`src/rtl/stby_pkg.sv`:
```
package stby_pkg;

    typedef enum logic [1:0] {
        MODE_RUN  = 2'd0,
        MODE_HALT = 2'd1,
        MODE_HOLD = 2'd2
    } stby_mode_e;

endpackage

```
`src/rtl/stby_sync.sv`:
```
module stby_sync #(
    parameter int   STAGES  = 2,
    parameter logic RST_VAL = 1'b0
) (
    input  logic clk,
    input  logic arst_n,
    input  logic d,
    output logic q
);

    logic [STAGES-1:0] chain_q;

    always_ff @(posedge clk or negedge arst_n) begin
        if (!arst_n) begin
            chain_q <= {STAGES{RST_VAL}};
        end else begin
            chain_q <= {chain_q[STAGES-2:0], d};
        end
    end

    assign q = chain_q[STAGES-1];

endmodule

```
`src/rtl/stby_mode_fsm.sv`:
```
module stby_mode_fsm
    import stby_pkg::*;
(
    input  logic       clk,
    input  logic       arst_n,
    input  logic       hold_s,
    input  logic       rst_s_n,
    input  logic       hold_req,
    input  logic       halt_req,
    input  logic       wake,
    output stby_mode_e mode,
    output logic       core_rst,
    output logic       cpu_run_en
);

    stby_mode_e state_q, state_d;

    // reset pin only takes effect while the hold pin is high
    assign core_rst = !rst_s_n && hold_s;

    always_comb begin
        state_d = state_q;
        unique case (state_q)
            MODE_RUN: begin
                if (core_rst) begin
                    state_d = MODE_RUN;
                end else if (hold_req && !hold_s) begin
                    state_d = MODE_HOLD;
                end else if (halt_req) begin
                    state_d = MODE_HALT;
                end
            end
            MODE_HALT: begin
                if (core_rst || wake) begin
                    state_d = MODE_RUN;
                end
            end
            MODE_HOLD: begin
                if (hold_s) begin
                    state_d = MODE_RUN;
                end
            end
            default: state_d = MODE_RUN;
        endcase
    end

    always_ff @(posedge clk or negedge arst_n) begin
        if (!arst_n) begin
            state_q <= MODE_RUN;
        end else begin
            state_q <= state_d;
        end
    end

    always_comb begin
        mode       = state_q;
        cpu_run_en = (state_q == MODE_RUN) && !core_rst;
    end

    AST_RUN_ONLY_IN_RUN: assert property (@(posedge clk) disable iff (!arst_n)
        cpu_run_en |-> state_q == MODE_RUN);
    AST_HOLD_ENTRY_PIN_LOW: assert property (@(posedge clk) disable iff (!arst_n)
        (state_q == MODE_HOLD && $past(state_q) != MODE_HOLD) |-> ($past(hold_req) && !$past(hold_s)));
    AST_HOLD_REFUSED_HIGH: assert property (@(posedge clk) disable iff (!arst_n)
        (state_q == MODE_RUN && hold_req && hold_s) |=> state_q != MODE_HOLD);
    AST_HOLD_RESTART: assert property (@(posedge clk) disable iff (!arst_n)
        (state_q == MODE_HOLD && hold_s) |=> state_q == MODE_RUN);
    AST_HOLD_RST_MASKED: assert property (@(posedge clk) disable iff (!arst_n)
        (state_q == MODE_HOLD && !hold_s) |=> state_q == MODE_HOLD);
    AST_CORE_RST_TO_RUN: assert property (@(posedge clk) disable iff (!arst_n)
        core_rst |=> state_q == MODE_RUN);
    AST_HALT_EXIT: assert property (@(posedge clk) disable iff (!arst_n)
        (state_q == MODE_HALT && (wake || core_rst)) |=> state_q == MODE_RUN);
    AST_HOLD_PRIORITY: assert property (@(posedge clk) disable iff (!arst_n)
        (state_q == MODE_RUN && !core_rst && hold_req && halt_req && !hold_s) |=> state_q == MODE_HOLD);

endmodule

```
`src/rtl/stby_port_gate.sv`:
```
module stby_port_gate
    import stby_pkg::*;
#(
    parameter int              GROUPS     = 4,
    parameter int              GW         = 4,
    parameter int              INV_GRP    = 1,
    parameter logic [GROUPS-1:0] RST_LEVEL = 4'b1011,
    parameter bit              INV_OPTION = 1'b1,
    localparam int             PW         = GROUPS * GW
) (
    input  logic          clk,
    input  logic          arst_n,
    input  stby_mode_e    mode,
    input  logic          core_rst,
    input  logic [PW-1:0] dout_in,
    input  logic [PW-1:0] oe_in,
    input  logic          inv_in,
    output logic [PW-1:0] port_dout,
    output logic [PW-1:0] port_oe,
    output logic          inv_out,
    output logic          inv_oe
);

    logic [PW-1:0] rst_dout, rst_oe;
    logic [PW-1:0] cap_dout_q, cap_oe_q;

    // per-group reset pattern: the inverter group comes up output-off
    for (genvar g = 0; g < GROUPS; g++) begin : g_rst_pat
        assign rst_dout[g*GW +: GW] = {GW{RST_LEVEL[g]}};
        assign rst_oe[g*GW +: GW]   = (g == INV_GRP) ? {GW{1'b0}} : {GW{1'b1}};
    end

    // capture registers track the core in RUN and freeze otherwise
    always_ff @(posedge clk or negedge arst_n) begin
        if (!arst_n) begin
            cap_dout_q <= rst_dout;
            cap_oe_q   <= rst_oe;
        end else if (core_rst) begin
            cap_dout_q <= rst_dout;
            cap_oe_q   <= rst_oe;
        end else if (mode == MODE_RUN) begin
            cap_dout_q <= dout_in;
            cap_oe_q   <= oe_in;
        end
    end

    always_comb begin
        port_dout = cap_dout_q;
        port_oe   = cap_oe_q;
        if (core_rst) begin
            port_dout = rst_dout;
            port_oe   = rst_oe;
        end else begin
            unique case (mode)
                MODE_RUN: begin
                    port_dout = dout_in;
                    port_oe   = oe_in;
                end
                MODE_HALT: begin
                    port_dout = cap_dout_q;
                    port_oe   = cap_oe_q;
                end
                MODE_HOLD: begin
                    port_dout = cap_dout_q;
                    port_oe   = '0;
                end
                default: begin
                    port_dout = cap_dout_q;
                    port_oe   = '0;
                end
            endcase
        end
    end

    always_comb begin
        inv_oe  = INV_OPTION && (mode != MODE_HOLD);
        inv_out = inv_oe ? ~inv_in : 1'b0;
    end

    AST_HOLD_PORTS_OFF: assert property (@(posedge clk) disable iff (!arst_n)
        (mode == MODE_HOLD && !core_rst) |-> (port_oe == '0 && !inv_oe));
    AST_HALT_RETAIN: assert property (@(posedge clk) disable iff (!arst_n)
        (mode == MODE_HALT && $past(mode) == MODE_HALT && !core_rst && !$past(core_rst))
        |-> ($stable(port_dout) && $stable(port_oe)));
    AST_HALT_ENTRY_RETAIN: assert property (@(posedge clk) disable iff (!arst_n)
        (mode == MODE_HALT && $past(mode) == MODE_RUN && !core_rst && !$past(core_rst))
        |-> ($stable(port_dout) && $stable(port_oe)));
    AST_HALT_INV_LIVE: assert property (@(posedge clk) disable iff (!arst_n)
        (mode == MODE_HALT && INV_OPTION) |-> (inv_oe && inv_out != inv_in));

endmodule

```
`src/rtl/standby_ctrl.sv`:
```
module standby_ctrl
    import stby_pkg::*;
#(
    parameter int                GROUPS      = 4,
    parameter int                GW          = 4,
    parameter int                INV_GRP     = 1,
    parameter logic [GROUPS-1:0] RST_LEVEL   = 4'b1011,
    parameter bit                INV_OPTION  = 1'b1,
    parameter int                SYNC_STAGES = 2,
    localparam int               PW          = GROUPS * GW
) (
    input  logic          clk,
    input  logic          por_n,
    input  logic          rst_pin_n,
    input  logic          hold_pin,
    input  logic          hold_req,
    input  logic          halt_req,
    input  logic          wake,
    input  logic [PW-1:0] port_dout_in,
    input  logic [PW-1:0] port_oe_in,
    input  logic          inv_in,
    output logic [1:0]    mode,
    output logic          cpu_run_en,
    output logic          core_rst,
    output logic [PW-1:0] port_dout,
    output logic [PW-1:0] port_oe,
    output logic          inv_out,
    output logic          inv_oe
);

    logic       hold_s;
    logic       rst_s_n;
    stby_mode_e mode_e;

    stby_sync #(.STAGES(SYNC_STAGES), .RST_VAL(1'b1)) i_hold_sync (
        .clk    (clk),
        .arst_n (por_n),
        .d      (hold_pin),
        .q      (hold_s)
    );

    stby_sync #(.STAGES(SYNC_STAGES), .RST_VAL(1'b0)) i_rst_sync (
        .clk    (clk),
        .arst_n (por_n),
        .d      (rst_pin_n),
        .q      (rst_s_n)
    );

    stby_mode_fsm i_fsm (
        .clk        (clk),
        .arst_n     (por_n),
        .hold_s     (hold_s),
        .rst_s_n    (rst_s_n),
        .hold_req   (hold_req),
        .halt_req   (halt_req),
        .wake       (wake),
        .mode       (mode_e),
        .core_rst   (core_rst),
        .cpu_run_en (cpu_run_en)
    );

    stby_port_gate #(
        .GROUPS     (GROUPS),
        .GW         (GW),
        .INV_GRP    (INV_GRP),
        .RST_LEVEL  (RST_LEVEL),
        .INV_OPTION (INV_OPTION)
    ) i_gate (
        .clk       (clk),
        .arst_n    (por_n),
        .mode      (mode_e),
        .core_rst  (core_rst),
        .dout_in   (port_dout_in),
        .oe_in     (port_oe_in),
        .inv_in    (inv_in),
        .port_dout (port_dout),
        .port_oe   (port_oe),
        .inv_out   (inv_out),
        .inv_oe    (inv_oe)
    );

    assign mode = mode_e;

    AST_MODE_LEGAL: assert property (@(posedge clk) disable iff (!por_n)
        mode != 2'd3);

endmodule

```
`config.mk`:
```
export PLATFORM = sky130hd
export DESIGN_NAME = standby_ctrl
export DESIGN_NICKNAME = d
export VERILOG_FILES = /design/src/rtl/stby_pkg.sv /design/src/rtl/stby_sync.sv /design/src/rtl/stby_mode_fsm.sv /design/src/rtl/stby_port_gate.sv /design/src/rtl/standby_ctrl.sv
export SDC_FILE = /design/constraint.sdc
export NUM_CORES = 1
export LEC_CHECK = 0
export BUFFER_PORTS_ARGS = -buffer_cell sky130_fd_sc_hd__buf_2
export CAP_MARGIN = 20
export CORE_AREA = 2 2 68 70
export DETAILED_ROUTE_END_ITERATION = 10
export DIE_AREA = 0 0 70 72
export GPL_TIMING_DRIVEN = 0
export PLACE_DENSITY = 0.81
export SETUP_SLACK_MARGIN = 0.5
export SYNTH_ARGS = -nofsm -noshare
export SYNTH_HDL_FRONTEND = slang
export SYNTH_HIERARCHICAL = 1
export SYNTH_SLANG_ARGS = --single-unit
```
`constraint.sdc`:
```
create_clock -name clk -period 2 [get_ports clk]
set_input_delay 0.3 -clock clk [delete_from_list [all_inputs] [get_ports clk]]
set_output_delay 0.3 -clock clk [all_outputs]
set_load 0.02 [all_outputs]
```
==> run metrics, run 1 <==
Root Driver=clkbuf_8; Setup Crit Path Kind=reg2out; TritonCTS clock tree=built; Synthesis Warnings=6; Setup crit end=port_dout[13]; critical hold path startpoint=hold_pin; Tot Pwr=0.00275 W; Tmin final=1.95 ns; synthesized area=1980 um2; Clock transition at path regs=0.07 ns; status=finished, final reports clean; vias in the first global route=1818; RSZ-0062 raised after global routing=yes; Crit path largest cell delay=0.47 ns; cell family with most CP delay=flip-flops; layout cells sized above 1=0.707; FF+latch area=986 um2; Buf/Inv on CP=3; R2R Path End=i_gate/cap_oe_q[11]$_DFFE_PN1P_; Worst Skew=0.00486 ns; DP Cell Count=302; Post-synth EDFFs=0; Post-Synth Simple-Gate Area=0.0766; Max Root-Sink Buffers=2; Slew @ Worst Pin=0.844 ns; worst r2r src=i_fsm/mode[0]$_DFFE_PN0P_; count of final setup violators=0; xor and xnor area share after synthesis=0; crit-path cells=buf_6 -> buf_8 -> o21a_1 -> a211o_1 -> buf_6; final cycle utilization of the critical path=0.976; Hold Buf Count CTS=0; max-slew violations=0; crit start category=flop; crit path max-delay cell type=dfrtp_2; crit path capture type=output port; metal2 WL=3120 um; Via-to-Cell Ratio=5.54; detailed-route via count=1840; R2R cell count=6; Post-DP HPWL=3430 um; total die area=5040 um2; DRC=0; Post-Syn Nets=213; maximum vdd drop=0.570 mV; flop2flop setup slack=0.48 ns; post-synthesis sequential area ratio=0.498; Clock Latency Late Sink=0.29 ns; Multi-input gate area=1230 um2; Synth cell types=22; TritonRoute pass-1 iters=4; Die Ht=72 um; Pwr Density=826 nW/um2; Syn Inst Count=173; cell mode on critical path=buf_6; Routed Antenna Nets=0; boundary pin count=78; Routed WL=6010 um; max-cap viol count=0; Worst slew margin=0.438; Placed Instance Area=2700 um2; Setup crit start=i_fsm/mode[1]$_DFFE_PN0P_; critical path depth=5; leakage power=1.50 nW; wire length on met3=320 um; ANT cells=0; Fillers=258; antenna violations before repair=0; critical path arrival=1.65 ns; H-tree lvl count=2; nets=319; Compound-Gate Fraction of Synth Area=0.287; Final Hold Fails=0; total track usage=0.224; Worst Path Required=1.70 ns; Async SR Flop Fraction=1.00; row count=24; first-pass GRT wire length=8920 um; predominant post-synthesis flop cell=dfstp_2; worst hold path class=in2reg; largest family of logic cells by synthesized area=compound AO/OA/AOI/OAI gates; WL per Instance=18.1 um; synthesis-stage register bit count=38; # port buffers=77; global placer's final weighted congestion=0.754; maximum clock rate=0.512 GHz; CTS sink cnt=38; mux cell area share after synthesis=0.0811; top layer in use=met4; M1 wire length=2470 um; Initial Util=0.463; Detailed Route Iter0 Violations=51; Congestion Overflow GR=0; Area Overhead vs Synth=68.8%; DIE WIDTH=70 um; Avg Cell Area, Syn=11.4 um2; Final Non-Filler Cells=332; post-route cell area=3330 um2; Num CTS Buffers=5; core area=4260 um2; Critical Path Fanout Max=8; Post-Synth Adder-Cell Area=0; largest net degree at the start of global routing=39
cell type report:
cell class	count	share of cell area
Multi-Input combinational cell	115	0.370
Inverter	1	0.00113
Clock buffer	7	0.0259
Tap cell	52	0.0195
Timing Repair Buffer	99	0.217
Sequential cell	38	0.296
Clock inverter	1	0.00150
Buffer	19	0.0698
Yosys cell counts (4+ instances only):
cell type   n  area (um2)
dfstp_2    26         683
a211o_1    24         210
o21a_1     24         180
mux2i_1    16         160
dfrtp_1    12         300
o21bai_1   12        90.1
buf_2      10        50.1
a21oi_1     8        40.0
o21ai_1     8        40.0
or3b_1      8        70.1
nor3_1      6        30.0
clkbuf_1    4        15.0
worst register-to-register path: stages (launching register included):
cell     delay, ns
dfrtp_2       0.46
buf_6         0.16
buf_8         0.13
buf_4         0.12
buf_4         0.13
o21a_1        0.18
a211o_1       0.26
through the flow:
step | util | setup slack (ns) | hold WS [ns] | TNS, ns
global placement | 0.632 | 0.219 | 0.332 | 0
detailed placement | 0.632 | 0.222 | 0.340 | 0
CTS | 0.740 | 0.0733 | 0.0910 | 0
global route | 0.782 | -0.00129 | 0.0897 | -0.00129
finish | 0.782 | 0.0471 | 0.0969 | 0
floorplan | - | 0.445 | 0.00441 | 0
where the power goes:
group / internal [W] / leakage [nW] / switching, W
Sequential: 0.000950 / 0.422 / 0.0000730
Clock: 0.000278 / 0.0482 / 0.000268
Combinational: 0.000613 / 1.03 / 0.000571
Total: 0.00184 / 1.50 / 0.000912
cell usage in the layout (no fill, tap or decap), drive strengths merged:
cell type	Yosys	routed
a211o	24	24
a21oi	8	8
a31oi	1	1
buf	15	115
clkbuf	4	10
clkinv	0	1
dfrtp	12	12
dfstp	26	26
inv	1	1
mux2i	16	16
nand2b	2	2
nor2	2	2
nor2b	3	3
nor3	7	7
o21a	24	24
o21ai	8	8
o21bai	12	12
or3b	8	8
worst min path at each step:
stage | end | slack [ns] | depth (start not counted)
after floorplan | i_fsm/mode[0]$_DFFE_PN0P_ | 0.004 | 0
after global placement | i_rst_sync/chain_q[1]$_DFF_PN0_ | 0.33 | 0
after detailed placement | i_rst_sync/chain_q[1]$_DFF_PN0_ | 0.34 | 0
after CTS | i_hold_sync/chain_q[0]$_DFF_PN1_ | 0.09 | 1
after global routing | i_hold_sync/chain_q[0]$_DFF_PN1_ | 0.09 | 1
final | i_hold_sync/chain_q[0]$_DFF_PN1_ | 0.1 | 1
per-layer routing:
layer	vias up	GRT usage
li1	854	-
met1	913	0.298
met3	10	0.0500
met2	63	0.372
met4	0	0.0684
met5	-	0
timing repair:
action	CTS	global route
cloned	1	0
endpoints found under the setup margin	36	37
endpoints found under the hold margin	0	0
gates resized for setup	76	27
buffers inserted	13	8
pin swaps	10	4
cell families (layout without fill, tap and decap cells):
family | after synthesis | in the layout
flip-flops | 38 | 38
multiplexers | 16 | 16
AND/OR/NAND/NOR | 22 | 22
AO/OA/AOI/OAI | 77 | 77
buffers and inverters | 20 | 127
flip-flops by register name, indices dropped and copies added (netlist names):
signal and cells:
i_hold_sync/chain_q 2, i_gate/cap_dout_q 16, i_gate/cap_oe_q 16, i_rst_sync/chain_q 2, i_fsm/mode 2
Power figures use the tool's default switching activity.
==> inputs of run 2 (changes only) <==
--- a/config.mk
+++ b/config.mk
@@ -7,9 +7,9 @@
 export LEC_CHECK = 0
 export BUFFER_PORTS_ARGS = -buffer_cell sky130_fd_sc_hd__buf_2
 export CAP_MARGIN = 20
-export CORE_AREA = 2 2 68 70
+export CORE_AREA = 8 8 74 76
 export DETAILED_ROUTE_END_ITERATION = 10
-export DIE_AREA = 0 0 70 72
+export DIE_AREA = 0 0 82 84
 export GPL_TIMING_DRIVEN = 0
 export PLACE_DENSITY = 0.81
 export SETUP_SLACK_MARGIN = 0.5
==> run 2 against run 1 <==
  * Wire length grew 40%
  * Clock-buffer cell count unchanged
  * Cell count rose by 8.7%
  * Total power increased by 11%
  * Critical endpoint is now port_dout[11]
==> run metrics, run 2 (same netlist as run 1, synthesis figures left out) <==
leakage power=1.72 nW (+15%); DRC=0 (unchanged); Slew @ Worst Pin=0.852 ns (+0.00880 ns); layout cells sized above 1=0.738 (+0.0307); maximum clock rate=0.503 GHz (-1.7%); Worst slew margin=0.432 (-0.00587); Clock transition at path regs=0.07 ns (about the same); flop2flop setup slack=0.32 ns (-0.16 ns); RSZ-0062 raised after global routing=yes; Final Hold Fails=0 (unchanged); Critical Path Fanout Max=3 (-5); ANT cells=0 (unchanged); nets=348 (+9.1%); count of final setup violators=0 (unchanged); row count=24 (unchanged); most frequent cells in the layout=buf_6 (55), buf_2 (43), buf_4 (34), dfstp_2 (26); TritonCTS clock tree=built; Die Ht=84 um (+17%); maximum vdd drop=0.653 mV (+14%); max-slew violations=0 (unchanged); final hold slack=0.0957 ns (-0.00113 ns); Pwr Density=803 nW/um2 (-2.8%); commonest non-fill, non-tap cell in the layout=buf_6; Num CTS Buffers=5 (unchanged); total track usage=0.203 (-0.0219); global placer's final weighted congestion=0.724 (-4.0%); Via-to-Cell Ratio=5.82 (+5.1%); worst r2r src=i_fsm/mode[0]$_DFFE_PN0P_; WL per Instance=23.3 um (+29%); Area Overhead vs Synth=92.8%; Initial Util=0.463 (unchanged); Congestion Overflow GR=0 (unchanged); worst hold path class=in2async; status=finished, final reports clean; vias in the first global route=2094 (+15%); total die area=6890 um2 (+37%); Post-DP HPWL=4000 um (+17%); Root Driver=clkbuf_8; H-tree lvl count=2 (unchanged); Tot Pwr=0.00306 W (+11%); detailed-route via count=2102 (+14%); # port buffers=77 (unchanged); crit start category=flop; core area=4260 um2 (unchanged); Setup Crit Path Kind=reg2out; Worst Skew=0.00887 ns (+0.00400 ns); R2R cell count=8 (+2); Final WS setup=0.0128 ns (-0.0342 ns); largest net degree at the start of global routing=39 (unchanged); boundary pin count=78 (unchanged); first-pass GRT wire length=11000 um (+23%); Clock Latency Late Sink=0.30 ns (about the same); Tmin final=1.99 ns (+0.0342 ns); Worst Path Required=1.70 ns (about the same); antenna violations before repair=0 (unchanged); Max Root-Sink Buffers=2 (unchanged); TritonRoute pass-1 iters=4 (unchanged); R2R Path End=i_gate/cap_oe_q[15]$_DFFE_PN1P_; DIE WIDTH=82 um (+17%); Setup WS pre-CTS=0.199 ns (-0.0226 ns); registers with the most flip-flops=i_gate/cap_dout_q x16, i_gate/cap_oe_q x16; max-cap viol count=0 (unchanged); crit path capture type=output port; Routed WL=8410 um (+40%); CTS sink cnt=38 (unchanged); Routed Antenna Nets=0 (unchanged); Detailed Route Iter0 Violations=90 (+76%); critical path arrival=1.69 ns (+0.04 ns); final cycle utilization of the critical path=0.994 (+0.0171)
[run 2: worst max-delay path by stage]
stage	from	endpoint	depth (start not counted)
detailed placement	i_fsm/mode[0]$_DFFE_PN0P_	port_dout[6]	4
finish	i_fsm/mode[0]$_DFFE_PN0P_	port_dout[11]	5
CTS	i_fsm/mode[0]$_DFFE_PN0P_	port_dout[4]	6
global placement	i_fsm/mode[0]$_DFFE_PN0P_	port_dout[7]	4
global route	i_fsm/mode[1]$_DFFE_PN0P_	port_dout[0]	6
floorplan	i_hold_sync/chain_q[1]$_DFF_PN1_	port_dout[12]	3
[run 2: routing by layer]
metal,track usage,up-vias,part of all wire
met5,0,-,0
met4,0.0687,0,0.021
met3,0.0636,17,0.078
met2,0.334,99,0.49
met1,0.238,1069,0.41
li1,-,917,-
[run 2: worst max-delay path: stages (launching register included)]
cell,delay (ns)
dfrtp_2,0.43
buf_6,0.13
buf_8,0.11
or3b_4,0.38
a21oi_4,0.19
buf_6,0.14
[run 2: cell type report]
class / count / area [um2]
inverter: 1 / 3.75
sequential: 38 / 986
timing repair buffer: 128 / 1110
buffer: 19 / 258
fill: 160 / 454
tap: 52 / 65.1
multi-input combinational: 115 / 1290
clock inverter: 1 / 5.00
clock buffer: 7 / 86.3
[run 2: stage by stage]
stage	area, um2	util	std cells	TNS [ns]
2_1_floorplan	2250	-	173	0
3_3_place_gp	2700	0.632	302	0
3_5_place_dp	2700	0.632	302	0
4_1_cts	3490	0.817	336	0
5_1_grt	3810	0.893	361	-0.280
6_report	3810	0.893	361	0
[run 2: power by group]
| group | internal, W | total, W | switching, W |
|---|---|---|---|
| logic | 0.000786 | 0.00147 | 0.000679 |
| registers | 0.000951 | 0.00103 | 0.0000838 |
| clock network | 0.000278 | 0.000560 | 0.000281 |
| total | 0.00201 | 0.00306 | 0.00104 |
[run 2: timing repair]
action,CTS,global route
hold endpoints to repair,0,0
pin swaps,11,16
setup endpoints to repair,36,44
gates cloned,2,3
buffers inserted,24,22
resized for setup,114,34
hold buffers,0,0
==> inputs of run 3 (changes only) <==
--- a/config.mk
+++ b/config.mk
@@ -12,7 +12,6 @@
 export DIE_AREA = 0 0 82 84
 export GPL_TIMING_DRIVEN = 0
 export PLACE_DENSITY = 0.81
-export SETUP_SLACK_MARGIN = 0.5
 export SYNTH_ARGS = -nofsm -noshare
 export SYNTH_HDL_FRONTEND = slang
 export SYNTH_HIERARCHICAL = 1
==> run 3 against run 2 <==
  * Worst setup slack improved by 0.027 ns
  * Via count shrank 20%
  * Wire length shrank 37%
  * Flip-flop and latch count unchanged
  * Register-to-register slack better by 0.26 ns
  * Sequential share of layout area rose by 11 points
  * Total power decreased by 22%
  * Critical path depth shrank 1
  * Cell count shrank 13%
  * Maximum frequency rose by 1.4%
  * First-iteration DRC count shrank 44%
  * Utilization fell by 27 points
  * Critical path type unchanged
  * Critical endpoint unchanged
  * Highest routed layer unchanged
==> run metrics, run 3 (same netlist as run 1, synthesis figures left out) <==
Routed Antenna Nets=0 (unchanged); met3 usage=0.0442 (-0.0194); Post-DP HPWL=3760 um (-6.1%); WL per Instance=16.8 um (-28%); critical path arrival=1.66 ns (-0.03 ns); nets=301 (-14%); registers with the most flip-flops=i_gate/cap_dout_q x16, i_gate/cap_oe_q x16; Worst slew margin=0.447 (+0.0155); Root Driver=clkbuf_8; Routed WL=5270 um (-37%); total die area=6890 um2 (unchanged); layout cells sized above 1=0.538 (-0.200); Clock Latency Late Sink=0.28 ns (-0.02 ns); Pwr Density=905 nW/um2 (+13%); largest net degree at the start of global routing=39 (unchanged); Worst Path Required=1.70 ns (about the same); setup TNS=0 ns (unchanged); DIE WIDTH=82 um (unchanged); most frequent cells in the layout=buf_2 (70), dfstp_2 (26), o21a_1 (24), a211o_1 (24), buf_4 (17); busiest metal layer after global routing=met2; Final WS setup=0.0402 ns (+0.0274 ns); switching share of power=0.320 (-0.0216); crit start category=flop; Detailed Route Iter0 Violations=50 (-44%); TritonRoute pass-1 iters=5 (+1); max-cap viol count=0 (unchanged); status=finished, final reports clean; Initial Util=0.463 (unchanged); Worst Skew=0.00221 ns (-0.00666 ns); Setup WS pre-CTS=-0.162 ns (-0.362 ns); clock power share=0.242 (+0.059); detailed-route via count=1676 (-20%); Final Hold Fails=0 (unchanged); core area=4260 um2 (unchanged); Via-to-Cell Ratio=5.34 (-8.3%); Critical Path Fanout Max=10 (+7); Fillers=369 (+130%); row count=24 (unchanged); maximum clock rate=0.510 GHz (+1.4%); CTS sink cnt=38 (unchanged); antenna violations before repair=0 (unchanged); total track usage=0.160 (-0.0423); boundary pin count=78 (unchanged); first-pass GRT wire length=8750 um (-20%); Slew @ Worst Pin=0.829 ns (-0.0232 ns); R2R cell count=4 (-4); TritonCTS clock tree=built; H-tree lvl count=2 (unchanged); Clock transition at path regs=0.07 ns (about the same); max-slew violations=0 (unchanged); Tmin final=1.96 ns (-0.0274 ns); vias in the first global route=1852 (-12%); Logic pwr share=0.342 (-0.137); Power Internal=0.00163 W (-19%); final cycle utilization of the critical path=0.980 (-0.0137); count of final setup violators=0 (unchanged); crit path capture type=output port; # port buffers=77 (unchanged); Seq pwr share=0.416 (+0.078); commonest non-fill, non-tap cell in the layout=buf_2; DRC=0 (unchanged); Net Switching=0.000767 W (-27%); worst hold path class=in2async; Num CTS Buffers=5 (unchanged); Die Ht=84 um (unchanged); Area Overhead vs Synth=34.1%; Hold Buf Count CTS=0 (unchanged); RSZ-0062 raised after global routing=yes; global-route track usage on met1=0.186 (-0.0519); maximum vdd drop=0.558 mV (-15%); ANT cells=0 (unchanged); global placer's final weighted congestion=0.752 (+3.9%); met2 global-route usage=0.267 (-0.0668); Max Root-Sink Buffers=2 (unchanged); Setup Crit Path Kind=reg2out; leakage power=1.27 nW (-26%); Congestion Overflow GR=0 (unchanged)
run 3: cell types whose count changed in the layout (fill, tap and decap cells not counted), sizes merged:
cell | previous run | this run
buf | 142 | 94
clkinv | 1 | 2
run 3: routing by layer:
layer	share of wire	wire length, um
met1	0.44	2330
met2	0.48	2560
met3	0.054	287
met4	0.017	91
met5	0	0
run 3: final cells by class:
cell class / instances / area (um2) / share of cell area
Buffer: 18 / 145 / 0.0548
Clock buffer: 6 / 93.8 / 0.0354
Clock inverter: 2 / 10.0 / 0.00378
Inverter: 1 / 3.75 / 0.00142
Multi-Input combinational cell: 115 / 893 / 0.337
Sequential cell: 38 / 986 / 0.372
Tap cell: 52 / 65.1 / 0.0246
Timing Repair Buffer: 82 / 453 / 0.171
run 3: final timing paths:
path / start / slack (ns) / endpoint
hold reg to reg: i_rst_sync/chain_q[0]$_DFF_PN0_ / 0.35 / i_rst_sync/chain_q[1]$_DFF_PN0_
setup reg to reg: i_fsm/mode[0]$_DFFE_PN0P_ / 0.58 / i_gate/cap_dout_q[11]$_DFF_PN0_
setup / recovery: i_fsm/mode[0]$_DFFE_PN0P_ / 0.04 / port_dout[11]
max in group asynchronous: por_n / 1.32 / i_fsm/mode[1]$_DFFE_PN0P_
min in group clk: hold_pin / 0.11 / i_hold_sync/chain_q[0]$_DFF_PN1_
hold / removal: por_n / 0.09 / i_gate/cap_dout_q[8]$_DFF_PN0_
run 3: what timing repair did:
item,CTS,global route
setup endpoints to repair,32,26
setup buffers,3,2
pin swaps,0,2
gates resized for setup,15,22
run 3: worst max-delay path, cell delays in order (launching register included):
cell and delay [ns]:
dfrtp_2 0.45, buf_4 0.18, or3b_1 0.39, a21oi_2 0.20, buf_6 0.15
run 3: stage by stage:
stage	total power (W)	hold WS [ns]	utilization	std cells	area, um2
detailed placement	0.00178	0.341	0.569	302	2430
global route	0.00252	0.101	0.621	314	2650
CTS	0.00239	0.104	0.607	313	2590
global placement	0.00176	0.333	0.569	302	2430
finish	0.00240	0.0941	0.621	314	2650
floorplan	0.00153	0.00441	-	173	1980
run 3: power groups by stage:
| stage | Sequential (W) | Combinational (W) | Clock (W) |
|---|---|---|---|
| 3_3_place_gp | 0.00100 | 0.000758 | 0 |
| 3_5_place_dp | 0.00101 | 0.000770 | 0 |
| 2_1_floorplan | 0.00100 | 0.000526 | 0 |
| 6_report | 0.000998 | 0.000820 | 0.000580 |
| 5_1_grt | 0.00101 | 0.000894 | 0.000617 |
| 4_1_cts | 0.000999 | 0.000794 | 0.000597 |
